==> src/rtl/bes_pkg.sv <==
package bes_pkg;
  typedef enum logic [1:0] {
    PH_RESET = 2'd0,
    PH_BANK  = 2'd1,
    PH_FIRST = 2'd2,
    PH_RUN   = 2'd3
  } phase_e;

  localparam int unsigned PSR_I_BIT = 7;
  localparam int unsigned PSR_F_BIT = 6;
  localparam int unsigned PSR_T_BIT = 5;
  localparam logic [4:0]  MODE_SVC  = 5'b10011;

  // fetch step from the 16-bit state flag
  function automatic logic [2:0] fetch_step(input logic t_bit);
    return t_bit ? 3'd2 : 3'd4;
  endfunction
endpackage

==> src/rtl/bes_rst_sync.sv <==
module bes_rst_sync #(
  parameter int unsigned STAGES = 2
) (
  input  logic clk_i,
  input  logic rst_ni,
  output logic rel_o
);
  logic [STAGES-1:0] sync_q;

  always_ff @(posedge clk_i or negedge rst_ni) begin
    if (!rst_ni) sync_q <= '0;
    else         sync_q <= {sync_q[STAGES-2:0], 1'b1};
  end

  assign rel_o = sync_q[STAGES-1];
endmodule

==> src/rtl/bes_phase_fsm.sv <==
module bes_phase_fsm
  import bes_pkg::*;
(
  input  logic   clk_i,
  input  logic   rst_ni,
  input  logic   rel_i,
  input  logic   wr_en_i,
  output phase_e phase_o,
  output logic   mreq_no,
  output logic   seq_o
);
  phase_e phase_q, phase_d;
  logic   jump_q;

  always_comb begin
    phase_d = phase_q;
    unique case (phase_q)
      PH_RESET: if (rel_i) phase_d = PH_BANK;
      PH_BANK:  phase_d = PH_FIRST;
      PH_FIRST: phase_d = PH_RUN;
      PH_RUN:   phase_d = PH_RUN;
      default:  phase_d = PH_RESET;
    endcase
  end

  always_ff @(posedge clk_i or negedge rst_ni) begin
    if (!rst_ni) begin
      phase_q <= PH_RESET;
      jump_q  <= 1'b0;
    end else begin
      phase_q <= phase_d;
      jump_q  <= (phase_q == PH_RUN) && wr_en_i;
    end
  end

  // rst_ni gates the outputs so the internal-cycle code holds before any edge
  assign mreq_no = !(rst_ni && (phase_q == PH_FIRST || phase_q == PH_RUN));
  assign seq_o   = rst_ni && (phase_q == PH_RUN) && !jump_q;
  assign phase_o = phase_q;
endmodule

==> src/rtl/bes_state_bank.sv <==
module bes_state_bank
  import bes_pkg::*;
#(
  parameter int unsigned XLEN = 32
) (
  input  logic            clk_i,
  input  phase_e          phase_i,
  input  logic            wr_en_i,
  input  logic [XLEN-1:0] wr_pc_i,
  input  logic [XLEN-1:0] wr_psr_i,
  output logic [XLEN-1:0] pc_o,
  output logic [XLEN-1:0] psr_o,
  output logic [XLEN-1:0] lr_o,
  output logic [XLEN-1:0] spsr_o
);
  localparam int unsigned PADW = XLEN - 3;

  logic [XLEN-1:0] pc_q, psr_q, lr_q, spsr_q;
  logic [XLEN-1:0] step, psr_forced;

  assign step = {{PADW{1'b0}}, fetch_step(psr_q[PSR_T_BIT])};

  always_comb begin
    psr_forced            = psr_q;
    psr_forced[PSR_I_BIT] = 1'b1;
    psr_forced[PSR_F_BIT] = 1'b1;
    psr_forced[PSR_T_BIT] = 1'b0;
    psr_forced[4:0]       = MODE_SVC;
  end

  // architectural state carries no reset: its value at reset is what gets banked
  always_ff @(posedge clk_i) begin
    unique case (phase_i)
      PH_RESET: pc_q <= pc_q + step;
      PH_BANK: begin
        pc_q   <= '0;
        psr_q  <= psr_forced;
        lr_q   <= pc_q;
        spsr_q <= psr_q;
      end
      PH_FIRST: pc_q <= pc_q + step;
      PH_RUN: begin
        if (wr_en_i) begin
          pc_q  <= wr_pc_i;
          psr_q <= wr_psr_i;
        end else begin
          pc_q  <= pc_q + step;
        end
      end
      default: pc_q <= pc_q;
    endcase
  end

  assign pc_o   = pc_q;
  assign psr_o  = psr_q;
  assign lr_o   = lr_q;
  assign spsr_o = spsr_q;
endmodule

==> src/rtl/boot_entry_seq.sv <==
module boot_entry_seq
  import bes_pkg::*;
#(
  parameter int unsigned XLEN        = 32,
  parameter int unsigned SYNC_STAGES = 2
) (
  input  logic            clk_i,
  input  logic            rst_ni,
  input  logic            wr_en_i,
  input  logic [XLEN-1:0] wr_pc_i,
  input  logic [XLEN-1:0] wr_psr_i,
  output logic [XLEN-1:0] addr_o,
  output logic            mreq_no,
  output logic            seq_o,
  output logic [XLEN-1:0] cpsr_o,
  output logic [XLEN-1:0] lr_svc_o,
  output logic [XLEN-1:0] spsr_svc_o
);
  logic   rel;
  phase_e phase;

  bes_rst_sync #(.STAGES(SYNC_STAGES)) u_sync (
    .clk_i (clk_i),
    .rst_ni(rst_ni),
    .rel_o (rel)
  );

  bes_phase_fsm u_fsm (
    .clk_i  (clk_i),
    .rst_ni (rst_ni),
    .rel_i  (rel),
    .wr_en_i(wr_en_i),
    .phase_o(phase),
    .mreq_no(mreq_no),
    .seq_o  (seq_o)
  );

  bes_state_bank #(.XLEN(XLEN)) u_bank (
    .clk_i   (clk_i),
    .phase_i (phase),
    .wr_en_i (wr_en_i),
    .wr_pc_i (wr_pc_i),
    .wr_psr_i(wr_psr_i),
    .pc_o    (addr_o),
    .psr_o   (cpsr_o),
    .lr_o    (lr_svc_o),
    .spsr_o  (spsr_svc_o)
  );
endmodule

==> config.mk <==
export PLATFORM = sky130hd
export DESIGN_NAME = boot_entry_seq
export DESIGN_NICKNAME = d
export VERILOG_FILES = /design/src/rtl/bes_pkg.sv /design/src/rtl/bes_rst_sync.sv /design/src/rtl/bes_phase_fsm.sv /design/src/rtl/bes_state_bank.sv /design/src/rtl/boot_entry_seq.sv
export SDC_FILE = /design/constraint.sdc
export NUM_CORES = 1
export LEC_CHECK = 0
export BUFFER_PORTS_ARGS = -buffer_cell sky130_fd_sc_hd__buf_2
export CAP_MARGIN = 20
export CORE_ASPECT_RATIO = 1.5
export CORE_MARGIN = 2
export CORE_UTILIZATION = 32
export CTS_BUF_LIST = sky130_fd_sc_hd__clkbuf_4
export DETAILED_ROUTE_END_ITERATION = 10
export HOLD_SLACK_MARGIN = 0.03
export PLACE_DENSITY_LB_ADDON = 0.2
export SLEW_MARGIN = 15
export SYNTH_ARGS = -nofsm -noshare
export SYNTH_HDL_FRONTEND = slang
export SYNTH_SLANG_ARGS = --single-unit
==> constraint.sdc <==
create_clock -name clk_i -period 4.9 [get_ports clk_i]
set_input_delay 0.49 -clock clk_i [delete_from_list [all_inputs] [get_ports clk_i]]
set_output_delay 0.49 -clock clk_i [all_outputs]
set_load 0.01 [all_outputs]
==> results_dict.tcl <==
set metrics [dict create \
    final_core_util_pct 42.1 \
    netlist_area_mm2 0.00515 \
    p_sw_w 0.000636 \
    yosysMostFrequentCell "edfxtp_1" \
    cp-end-kind "flip-flop" \
    peakVddDrop_mv 0.127 \
    routedWlPerCell_um 16.9 \
    critical_path.max_fanout 36 \
    status "finished, final reports clean" \
    synth-seq-cells 133 \
    cp_slowest_stage_delay_ns 0.98 \
    track_usage_pct 15.7 \
    fin_crit_ns 3.35 \
    crit_path_start_kind "flip-flop" \
    finClkSkew_ns 0.0203 \
    grt-ovfl-total 0 \
    rsz0062_at_grt "no" \
    async_reset_ff_share_pct 3.76 \
    drtIter0Drc 183 \
    ys_seq_area_share_pct 71.1 \
    synthFlopType "edfxtp_1" \
    ys_warn_count 0 \
    synth_commonest_cells "edfxtp_1 (97), nand2_1 (34), and3_1 (32)" \
    whs_ns 0.164 \
    finalNonFillerCells 791 \
    path_cells "nand2b_1 -> nand2_1 -> inv_1 -> or4b_1 -> o211ai_1" \
    worst_pin_slew_ns 0.990 \
    cts.sink_count 133 \
    maxCapViolCount 0 \
    vias 3901 \
    core_mm2 0.0157 \
    synthCells 375 \
    clock_path_buffers 2 \
    fp.dieArea_mm2 0.0171 \
    crit_slowest_cell "dfrtp_1" \
    synthTopCellsByArea "edfxtp_1 (57%), dfxtp_1 (12%), and3_1 (3.9%)" \
    grt_pass1_vias 3859 \
    die_y_um 159 \
    syn2layout_area_growth_pct 28.5 \
    post_cts_buffers 0 \
    drc 0 \
    ant_nets 0 \
    h-tree-depth 4 \
    synth_edf_count 97 \
    io_buffers 196 \
    power.share.clock_pct 31.1 \
    p_seq_share_pct 59.7 \
    antenna_found_initial 1 \
    slew_viol_final 0 \
    power_density_mw_per_mm2 335 \
    rows 56 \
    grt_pass1_wl_um 20500 \
    internal_power_w 0.00158 \
    cts_root_buffer "clkbuf_4" \
    dp_hpwl_um 9600 \
    p_leak_nw 2.68 \
    num_io_pins 197 \
    combPwrFrac_pct 9.2 \
    crit_type "flip-flop to flip-flop" \
    max_slew_margin_pct 34.0 \
    switching_share_pct 28.7 \
    via_per_inst 4.93 \
    die_width_um 108 \
    cts_inserted_buffers 17 \
    synth_top_cell_by_area "edfxtp_1" \
    synth_top_area_share_pct 56.6 \
    required_ns 5.35 \
    syn_nets 445 \
    max_freq_mhz 299 \
    cts_tree "done" \
    drive_gt1_share_pct 41.9 \
    finalHoldViolCount 0 \
    avgSynthCellArea_um2 13.7 \
    cp_data_arrival_time_ns 3.79 \
    clock_latency_ns 0.51 \
    gp_congestion 0.778 \
    fin_setup_tns_ns 0 \
    hold_class "primary input to flip-flop" \
    yosysUniqueCellTypes 54 \
    cts.reportedPaths.clkPinSlew_ns 0.13 \
    firstDrtPassIters 4 \
    setup_violations 0 \
    ff2ff_setup_slack_ns 1.55 \
    grt_max_degree 43 \
    num-nets-final 644 \
    initial_utilization_pct 32.8 \
    dp.cells 757 \
    finalWirelength_um 13400 \
    post-route-period-util_pct 68.3 \
]
[layout make-up]
| cell class | instances | area [um^2] |
|---|---|---|
| Inverter | 11 | 41.3 |
| Clock buffer | 17 | 128 |
| Fill cell | 1559 | 9080 |
| Tap cell | 203 | 254 |
| Clock inverter | 15 | 138 |
| Antenna cell | 1 | 2.50 |
| Sequential cell | 133 | 3660 |
| Timing Repair Buffer | 199 | 1020 |
| Multi-Input combinational cell | 212 | 1370 |
[stage by stage]
step	cell area, um^2	total power (W)	setup WS [ns]
2_1_floorplan	5150	0.00144	1.05
3_3_place_gp	6310	0.00155	1.67
3_5_place_dp	6330	0.00155	1.46
4_1_cts	6610	0.00225	1.38
5_1_grt	6610	0.00232	1.12
6_report	6610	0.00221	1.55
[worst paths after layout]
check                                                    end                    startpoint  cells after the start
max in group asynchronous       u_fsm.phase_o[0]$_DFFE_PN0P_                        rst_ni                      2
worst max register to register       u_bank.pc_o[28]$_DFF_P_  u_fsm.phase_o[1]$_DFFE_PN0P_                      5
min in group asynchronous         u_sync.sync_q[0]$_DFF_PN0_                        rst_ni                      2
worst max-delay path                 u_bank.pc_o[28]$_DFF_P_  u_fsm.phase_o[1]$_DFFE_PN0P_                      5
worst min-delay path                 u_bank.pc_o[17]$_DFF_P_                   wr_pc_i[17]                      3
worst min register to register    u_sync.sync_q[1]$_DFF_PN0_    u_sync.sync_q[0]$_DFF_PN0_                      0
[what timing repair did]
item,CTS,global route
resized for setup,0,0
hold buffers,1,0
hold endpoints to repair,5,0
[logic make-up (layout without fill, tap and decap cells)]
| logic type | count (synthesis) | in the layout | synth area share [%] |
|---|---|---|---|
| XOR/XNOR | 12 | 12 | 2.04 |
| buffers and inverters | 30 | 242 | 2.41 |
| AO/OA/AOI/OAI | 48 | 48 | 6.98 |
| other | 1 | 2 | 0.0729 |
| adder cells (fa/ha/maj) | 3 | 3 | 0.875 |
| AND/OR/NAND/NOR | 148 | 148 | 16.5 |
| flip-flops | 133 | 133 | 71.1 |
[layer usage]
metal | wire length, um | global-route usage [%]
met1 | 5540 | 18.8
met2 | 6810 | 26.7
met3 | 875 | 4.42
met4 | 163 | 5.65
met5 | 0 | 0
[worst max-delay path, delay by kind of cell, from the launching register on]
kind | cells | cell delay, ns
AOI/OAI and AO/OA | 1 | 0.15
buffers and inverters | 1 | 0.60
DFF | 1 | 0.98
and+or+nand+nor | 3 | 1.53
[sequential cells by signal, indices dropped and copies added, names as in the netlist]
signal and flops:
u_bank.lr_o 32, u_bank.pc_o 32, u_bank.psr_o 32, u_bank.spsr_o 32, u_fsm.jump_q 1, u_fsm.phase_o 2
u_sync.sync_q 2
[power groups by stage]
| stage | clock [W] | sequential, W | combinational (W) |
|---|---|---|---|
| after floorplan | 0 | 0.00135 | 0.0000903 |
| after global placement | 0 | 0.00135 | 0.000202 |
| after detailed placement | 0 | 0.00135 | 0.000206 |
| after CTS | 0.000720 | 0.00132 | 0.000208 |
| after global routing | 0.000766 | 0.00133 | 0.000228 |
| final | 0.000689 | 0.00132 | 0.000203 |
[cell usage in the layout (no fill, tap or decap), drive strengths merged, types with 8 or more instances in the layout]
| master | count |
|---|---|
| o211ai | 9 |
| dfxtp | 31 |
| buf | 198 |
| and3 | 32 |
| or2 | 9 |
| nor3 | 10 |
| nand2 | 34 |
| nand4 | 9 |
| clkbuf | 17 |
| nor2 | 9 |
| o21ai | 14 |
| or4 | 8 |
| edfxtp | 97 |
| xnor2 | 9 |
| nand3 | 17 |
| inv | 20 |
No activity file was read; power rests on OpenSTA's default activity.
